$ cat config.mk
export PLATFORM = sky130hd
export DESIGN_NAME = coh_line_ctrl
export DESIGN_NICKNAME = d
export VERILOG_FILES = /design/src/rtl/coh_line_pkg.sv /design/src/rtl/coh_req_select.sv /design/src/rtl/coh_resp_resolve.sv /design/src/rtl/coh_line_ctrl.sv
export SDC_FILE = /design/constraint.sdc
export NUM_CORES = 1
export LEC_CHECK = 0
export BUFFER_PORTS_ARGS = -buffer_cell sky130_fd_sc_hd__buf_2
export CORE_MARGIN = 3
export CORE_UTILIZATION = 49
export CTS_BUF_LIST = sky130_fd_sc_hd__clkbuf_8 sky130_fd_sc_hd__clkbuf_16
export CTS_CLUSTER_SIZE = 30
export DETAILED_ROUTE_END_ITERATION = 10
export PLACE_DENSITY = 0.77
export SYNTH_ARGS = -nofsm -noshare
export SYNTH_HDL_FRONTEND = slang
export SYNTH_SLANG_ARGS = --single-unit
$ cat constraint.sdc
create_clock -name clk -period 2.1 [get_ports clk]
set_input_delay 0.315 -clock clk [delete_from_list [all_inputs] [get_ports clk]]
set_output_delay 0.315 -clock clk [all_outputs]
set_load 0.02 [all_outputs]
$ cat src/rtl/coh_line_pkg.sv
package coh_line_pkg;

    localparam int STATE_W = 3;
    localparam int TXN_W   = 4;
    localparam int PREF_W  = 2;

    typedef enum logic [STATE_W-1:0] {
        LN_I  = 3'd0,
        LN_UC = 3'd1,
        LN_UD = 3'd2,
        LN_SC = 3'd3,
        LN_SD = 3'd4
    } line_st_e;

    typedef enum logic [TXN_W-1:0] {
        TX_RD_NOSNP   = 4'd0,
        TX_RD_ONCE    = 4'd1,
        TX_RD_CLEAN   = 4'd2,
        TX_RD_NSD     = 4'd3,
        TX_RD_SHARED  = 4'd4,
        TX_RD_UNIQUE  = 4'd5,
        TX_CLN_UNIQUE = 4'd6,
        TX_MK_UNIQUE  = 4'd7,
        TX_WR_NOSNP   = 4'd8,
        TX_WR_UNIQUE  = 4'd9,
        TX_WR_LINE    = 4'd10
    } txn_e;

    typedef enum logic [PREF_W-1:0] {
        PREF_ANY    = 2'd0,
        PREF_CLEAN  = 2'd1,
        PREF_NSD    = 2'd2,
        PREF_NOKEEP = 2'd3
    } pref_e;

    typedef enum logic [1:0] {
        PH_IDLE  = 2'd0,
        PH_ISSUE = 2'd1,
        PH_WAIT  = 2'd2
    } phase_e;

    typedef struct packed {
        logic  is_store;
        logic  shareable;
        logic  full_line;
        logic  has_cache;
        pref_e pref;
    } cmd_t;

    function automatic logic st_dirty(line_st_e s);
        return (s == LN_UD) || (s == LN_SD);
    endfunction

    function automatic logic st_unique(line_st_e s);
        return (s == LN_UC) || (s == LN_UD);
    endfunction

    function automatic line_st_e st_make(logic shared, logic dirty);
        line_st_e r;
        unique case ({shared, dirty})
            2'b00:   r = LN_UC;
            2'b01:   r = LN_UD;
            2'b10:   r = LN_SC;
            default: r = LN_SD;
        endcase
        return r;
    endfunction

endpackage

$ cat src/rtl/coh_req_select.sv
module coh_req_select
    import coh_line_pkg::*;
(
    input  cmd_t     cmd,
    input  line_st_e cur,
    output txn_e     txn,
    output logic     store_hit
);

    always_comb begin
        txn       = TX_RD_NOSNP;
        store_hit = 1'b0;
        if (!cmd.is_store) begin
            if (!cmd.shareable) begin
                txn = TX_RD_NOSNP;
            end else if (!cmd.has_cache) begin
                txn = TX_RD_ONCE;
            end else begin
                unique case (cmd.pref)
                    PREF_ANY:   txn = TX_RD_SHARED;
                    PREF_CLEAN: txn = TX_RD_CLEAN;
                    PREF_NSD:   txn = TX_RD_NSD;
                    default:    txn = TX_RD_ONCE;
                endcase
            end
        end else begin
            if (!cmd.shareable) begin
                txn = TX_WR_NOSNP;
            end else if (!cmd.has_cache) begin
                txn = cmd.full_line ? TX_WR_LINE : TX_WR_UNIQUE;
            end else if (st_unique(cur)) begin
                store_hit = 1'b1;
            end else if (cur == LN_I) begin
                txn = cmd.full_line ? TX_MK_UNIQUE : TX_RD_UNIQUE;
            end else begin
                txn = TX_CLN_UNIQUE;
            end
        end
    end

endmodule

$ cat src/rtl/coh_resp_resolve.sv
module coh_resp_resolve
    import coh_line_pkg::*;
(
    input  txn_e     kind,
    input  line_st_e cur,
    input  logic     is_shared,
    input  logic     pass_dirty,
    output line_st_e nxt,
    output logic     err,
    output logic     alloc_read,
    output logic     own_req
);

    always_comb begin
        nxt        = cur;
        err        = 1'b0;
        alloc_read = 1'b0;
        own_req    = 1'b0;
        unique case (kind)
            TX_RD_SHARED, TX_RD_CLEAN, TX_RD_NSD: begin
                alloc_read = 1'b1;
                err = ((kind == TX_RD_CLEAN) && pass_dirty) ||
                      ((kind == TX_RD_NSD) && is_shared && pass_dirty);
                if (!err) begin
                    nxt = st_make(is_shared, pass_dirty | st_dirty(cur));
                end
            end
            TX_RD_UNIQUE, TX_CLN_UNIQUE, TX_MK_UNIQUE: begin
                own_req = 1'b1;
                err     = is_shared;
                if (!err) begin
                    nxt = LN_UD;
                end
            end
            default: begin
                nxt = cur;
            end
        endcase
    end

endmodule

$ cat src/rtl/coh_line_ctrl.sv
module coh_line_ctrl
    import coh_line_pkg::*;
#(
    parameter int RESP_W = 4
) (
    input  logic                clk,
    input  logic                rst_n,
    input  logic                cmd_valid,
    output logic                cmd_ready,
    input  logic                cmd_is_store,
    input  logic                cmd_shareable,
    input  logic                cmd_full_line,
    input  logic                cmd_has_cache,
    input  logic [PREF_W-1:0]   cmd_pref,
    output logic                txn_valid,
    input  logic                txn_ready,
    output logic [TXN_W-1:0]    txn_type,
    input  logic                rsp_valid,
    output logic                rsp_ready,
    input  logic [RESP_W-1:0]   rsp_resp,
    output logic [STATE_W-1:0]  line_state,
    output logic                proto_err
);

    localparam int SHARED_BIT = RESP_W - 1;
    localparam int PDIRTY_BIT = RESP_W - 2;

    typedef struct packed {
        phase_e   phase;
        txn_e     txn;
        line_st_e line;
        logic     err;
    } regs_t;

    regs_t    r_d, r_q;
    cmd_t     cmd_in;
    txn_e     sel_txn;
    logic     sel_hit;
    line_st_e res_nxt;
    logic     res_err, res_alloc, res_own;
    logic     unused_resp_low;

    assign cmd_in = '{is_store:  cmd_is_store,
                      shareable: cmd_shareable,
                      full_line: cmd_full_line,
                      has_cache: cmd_has_cache,
                      pref:      pref_e'(cmd_pref)};

    assign unused_resp_low = ^rsp_resp[PDIRTY_BIT-1:0];

    coh_req_select i_sel (
        .cmd       (cmd_in),
        .cur       (r_q.line),
        .txn       (sel_txn),
        .store_hit (sel_hit)
    );

    coh_resp_resolve i_res (
        .kind       (r_q.txn),
        .cur        (r_q.line),
        .is_shared  (rsp_resp[SHARED_BIT]),
        .pass_dirty (rsp_resp[PDIRTY_BIT]),
        .nxt        (res_nxt),
        .err        (res_err),
        .alloc_read (res_alloc),
        .own_req    (res_own)
    );

    always_comb begin
        r_d     = r_q;
        r_d.err = 1'b0;
        unique case (r_q.phase)
            PH_IDLE: begin
                if (cmd_valid) begin
                    if (sel_hit) begin
                        r_d.line = LN_UD;
                    end else begin
                        r_d.txn   = sel_txn;
                        r_d.phase = PH_ISSUE;
                    end
                end
            end
            PH_ISSUE: begin
                if (txn_ready) begin
                    r_d.phase = PH_WAIT;
                end
            end
            PH_WAIT: begin
                if (rsp_valid) begin
                    r_d.line  = res_nxt;
                    r_d.err   = res_err;
                    r_d.phase = PH_IDLE;
                end
            end
            default: begin
                r_d.phase = PH_IDLE;
            end
        endcase
    end

    always_ff @(posedge clk) begin
        if (!rst_n) begin
            r_q <= '{phase: PH_IDLE, txn: TX_RD_NOSNP, line: LN_I, err: 1'b0};
        end else begin
            r_q <= r_d;
        end
    end

    assign cmd_ready  = (r_q.phase == PH_IDLE);
    assign txn_valid  = (r_q.phase == PH_ISSUE);
    assign rsp_ready  = (r_q.phase == PH_WAIT);
    assign txn_type   = r_q.txn;
    assign line_state = r_q.line;
    assign proto_err  = r_q.err;

    p_state_code_r1: assert property (@(posedge clk) disable iff (!rst_n)
        line_state <= 3'd4);

    p_issue_after_accept_r11: assert property (@(posedge clk) disable iff (!rst_n)
        (cmd_valid && cmd_ready && !sel_hit) |=> (txn_valid && !cmd_ready));

    p_hit_to_ud_r5: assert property (@(posedge clk) disable iff (!rst_n)
        (cmd_valid && cmd_ready && sel_hit) |=> (line_state == 3'd2 && !txn_valid));

    p_txn_hold_r12: assert property (@(posedge clk) disable iff (!rst_n)
        (txn_valid && !txn_ready) |=> (txn_valid && $stable(txn_type)));

    p_shared_end_r7: assert property (@(posedge clk) disable iff (!rst_n)
        (rsp_valid && rsp_ready && res_alloc && !res_err && rsp_resp[SHARED_BIT])
        |=> (line_state == 3'd3 || line_state == 3'd4));

    p_own_end_r8: assert property (@(posedge clk) disable iff (!rst_n)
        (rsp_valid && rsp_ready && res_own && !res_err) |=> (line_state == 3'd2));

    p_err_keeps_state_r9: assert property (@(posedge clk) disable iff (!rst_n)
        (rsp_valid && rsp_ready && res_err) |=> (proto_err && $stable(line_state)));

    p_err_single_r9: assert property (@(posedge clk) disable iff (!rst_n)
        proto_err |=> !proto_err);

endmodule

==> impl.org <==
** Critical path
- STA puts the critical path data required time at 2.21 ns.
- Peak per-stage delay on the critical path :: 0.48 ns
- Termination of the worst setup path :: line_state[1]
- Crit path max-delay cell type :: dfxtp_1
- Launch point of the critical path :: line_state[1]
- Setup slack, reg-to-reg :: 0.32 ns
- Category of the critical setup timing path :: reg2reg
- The worst register-to-register path begins at line_state[1].
- The worst setup path is captured at a flip-flop.
- STA puts the critical path data arrival time at 1.90 ns.
- Traced cell by cell, the critical path runs through xnor2_1 -> nor2_1 -> or2_2 -> inv_1 -> ha_1 -> a31oi_1 -> o41a_1 -> a221oi_1.
- In this run the critical register-to-register path is captured at line_state[1].
- In this run the worst path has a maximum fanout of 7.
- Worst setup SP type :: flip-flop
- Cells on worst reg2reg path :: 8

** Pwr
- Peak ir drop on the vdd network :: 0.000244 V
- Leakage dissipation :: 0.430 nW
- The share of total power dissipated in combinational logic is 18.1%.
- Switching Fraction :: 27.2%
- Summed over all nets, the switching power comes to 0.000151 W.
- Internal power :: 0.000404 W
- The clock network accounts for 43.8% of the total power.
- Share of power burned in registers :: 38.1%
- Power per standard cell area :: 585 nW/um2

** Layout
- Relative to the synthesized area, the layout overhead comes to 13.6%.
- Counting the fill cells in the layout gives 141.
- 0 antenna diodes ended up in the layout.
- Core Util, Final :: 60.9%
- Of the cells placed in the final design, the portion with a size suffix greater than 1 is 28.8%.
- The library cells used most frequently in the layout, excluding fill and tap cells, are 23 x buf_2, 10 x dfxtp_1, 8 x inv_1, 8 x nand2_1, 7 x nor2_1.
- For this run, the number of standard cells in the final layout without fillers is 134.
- Number of nets in the final layout :: 140
- Leaving out fill and tap cells, the most frequent cell in the layout is buf_2.

** Synth
- Avg Synthesized Cell Area :: 8.19 um2
- In the synthesized netlist the async set-or-reset flop fraction comes to 0%.
- The mapped netlist covers 836 um2.
- Among all flip-flop cells after synthesis, the most frequent one is dfxtp_1.
- Synthesis produced a netlist whose cell count is 102.
- For this run, the register share of the synthesized area comes to 24.0%.
- Count of flip-flops with a built-in enable after synthesis :: 0
- Syn nets :: 123
- Number of distinct library cells after synthesis :: 43
- Flip-flop and latch count after synthesis :: 10
- Synthesis Warnings :: 0

** Route
- Detailed-route wire length per cell :: 12.8 um
- Antenna-violating nets left :: 0
- The first TritonRoute pass finished after 5 iterations.
- Using the TritonRoute via totals, the vias-per-cell ratio works out to 5.80.
- Total Wirelength :: 1720 um
- Number of remaining DRC errors :: 0
- Iteration-0 DRC Markers :: 7
- The routed layout has 777 vias.

** Timing
- Count of endpoints failing hold in the final timing report :: 0
- The number of max-slew violations in the final report came to 0.
- At the pin with the least slew margin, the transition time is 0.349 ns.
- Setup Total Neg Slack :: 0 ns
- Headroom to the max-slew limit :: 76.4%
- Hold Slack :: 0.342 ns
- Setup Viol. Count Final :: 0
- After layout, the minimum clock period comes to 1.78 ns.
- Setup slack after layout :: 0.318 ns
- Clock tree skew after final layout :: 0.00378 ns
- RSZ-0062 raised after global routing :: false
- The worst path uses 84.9% of the clock period.
- Maximum operating frequency :: 0.561 GHz

** Clocking
- TritonCTS built the clock tree.
- H-tree level count :: 1
- Clock latency of the later-clocked register in the worst-skew pair :: 0.24 ns
- No sink is reached through more buffers than the 2 on the longest clock path.
- The tree is rooted in a clkbuf_8.
- Clock tree synthesis inserted a total of 3 buffers.
- # Post-CTS Setup Buffers :: 0
- Once the clock tree was built, the resizer swapped 0 gates to a different size.
- The tree built by TritonCTS fans out to 10 sinks.
- After clock tree synthesis, the clock-pin slew on the worst setup and hold paths is 0.05 ns.
- Hold repair after CTS inserted 0 buffers.

** Global routing
- The first global-routing pass estimated 2820 um of wire.
- Global routing used 17.8% of the available tracks.
- The total overflow left after global routing is 0.
- Maximum number of pins on one net before global-route repair :: 10
- The number of global-route vias before repair is 689.
- Antenna violations before repair :: 0

** Die
- In this run the horizontal extent of the chip is 47.3 um.
- The floorplan has 14 rows.
- Starting utilization of the core area :: 53.6%
- Die Y :: 47.3 um
- Core Area :: 1560 um2
- Top-level I/O count :: 26
- The die covers 2240 um2.

** Min path
- In this run the worst hold path is classified as in2reg.

** Placement
- Pre-CTS worst setup slack :: 0.311 ns
- At the end of routability-driven placement, the weighted congestion stood at 0.756.
- Detailed placement ended at an HPWL of 1340 um.
- In this run the tool buffered the top-level ports with 23 buffer cells.
- Placed cell count :: 130

** Flow run
- Max-cap violations in this run came to 0.

** Run status
- The run finished with clean final reports.
-- area by class of cell --
| class | instances | area [um2] | share of cell area, % |
|---|---|---|---|
| Multi-Input combinational cell | 73 | 529 | 55.7 |
| Inverter | 8 | 30.0 | 3.16 |
| Timing Repair Buffer | 23 | 115 | 12.1 |
| Tap cell | 16 | 20.0 | 2.11 |
| Clock buffer | 4 | 55.1 | 5.80 |
| Sequential cell | 10 | 200 | 21.1 |
-- critical path, delay by kind of cell (launching register included) --
kind	cells	cell delay, ns
simple gates	2	0.33
compound gates	3	0.39
xor+xnor	1	0.16
flops	1	0.48
fa+ha+maj	1	0.23
buf+inv	1	0.09
-- registers in the layout, indices dropped and copies added, names as in the netlist --
register,flops
txn_type,4
r_q,2
line_state,3
proto_err,1
-- synthesized netlist by cell type, types with 2 or more instances --
| cell | instances | share of area, % |
|---|---|---|
| buf_4 | 7 | 6.3 |
| nor2b_1 | 4 | 3.0 |
| nand2_1 | 8 | 3.6 |
| o21ai_0 | 6 | 3.6 |
| nand2b_1 | 2 | 1.5 |
| a31oi_1 | 2 | 1.5 |
| a21oi_1 | 5 | 3.0 |
| o22ai_1 | 2 | 1.5 |
| inv_1 | 8 | 3.6 |
| a221oi_1 | 2 | 2.1 |
| nor2_1 | 7 | 3.1 |
| clkbuf_1 | 2 | 0.90 |
| dfxtp_1 | 10 | 24 |
| ha_1 | 6 | 9.0 |
| o2111a_1 | 3 | 4.0 |
-- cell families (layout without fill, tap and decap cells) --
kind of cell    Yosys count  in the layout  synth area share, %
compound gates           33             33                 29.3
xor+xnor                  2              2                 2.99
fa+ha+maj                 6              6                 8.98
buf+inv                  19             35                 12.7
flops                    10             10                 24.0
simple gates             32             32                 22.0
-- metal layers --
layer,global-route usage [%],vias up,wire [um]
met3,2.30,3,74
met4,9.94,0,23
met5,0,-,0
li1,-,396,-
met1,21.6,361,802
met2,29.7,17,820
-- power by group through the flow --
stage               combinational (W)  clock [W]  sequential (W)
floorplan                   0.0000768          0        0.000210
global placement            0.0000996          0        0.000214
detailed placement           0.000101          0        0.000215
CTS                          0.000102   0.000248        0.000211
global route                 0.000113   0.000256        0.000212
finish                       0.000101   0.000244        0.000211
-- through the flow --
step,total power (W),area (um2)
6_report,0.000556,950
5_1_grt,0.000582,950
4_1_cts,0.000561,950
3_5_place_dp,0.000316,895
3_3_place_gp,0.000314,895
2_1_floorplan,0.000286,836
-- worst min-delay path by stage --
stage / startpoint / to / slack [ns] / cells past startpoint
3_3_place_gp: txn_type[1] / txn_type[1] / 0.52 / 2
2_1_floorplan: cmd_shareable / txn_type[1] / 0.45 / 2
6_report: txn_ready / r_q[9] / 0.34 / 3
5_1_grt: txn_ready / r_q[9] / 0.36 / 3
3_5_place_dp: txn_type[1] / txn_type[1] / 0.52 / 2
4_1_cts: txn_ready / r_q[9] / 0.34 / 3
(Power assumes the default switching activity.)
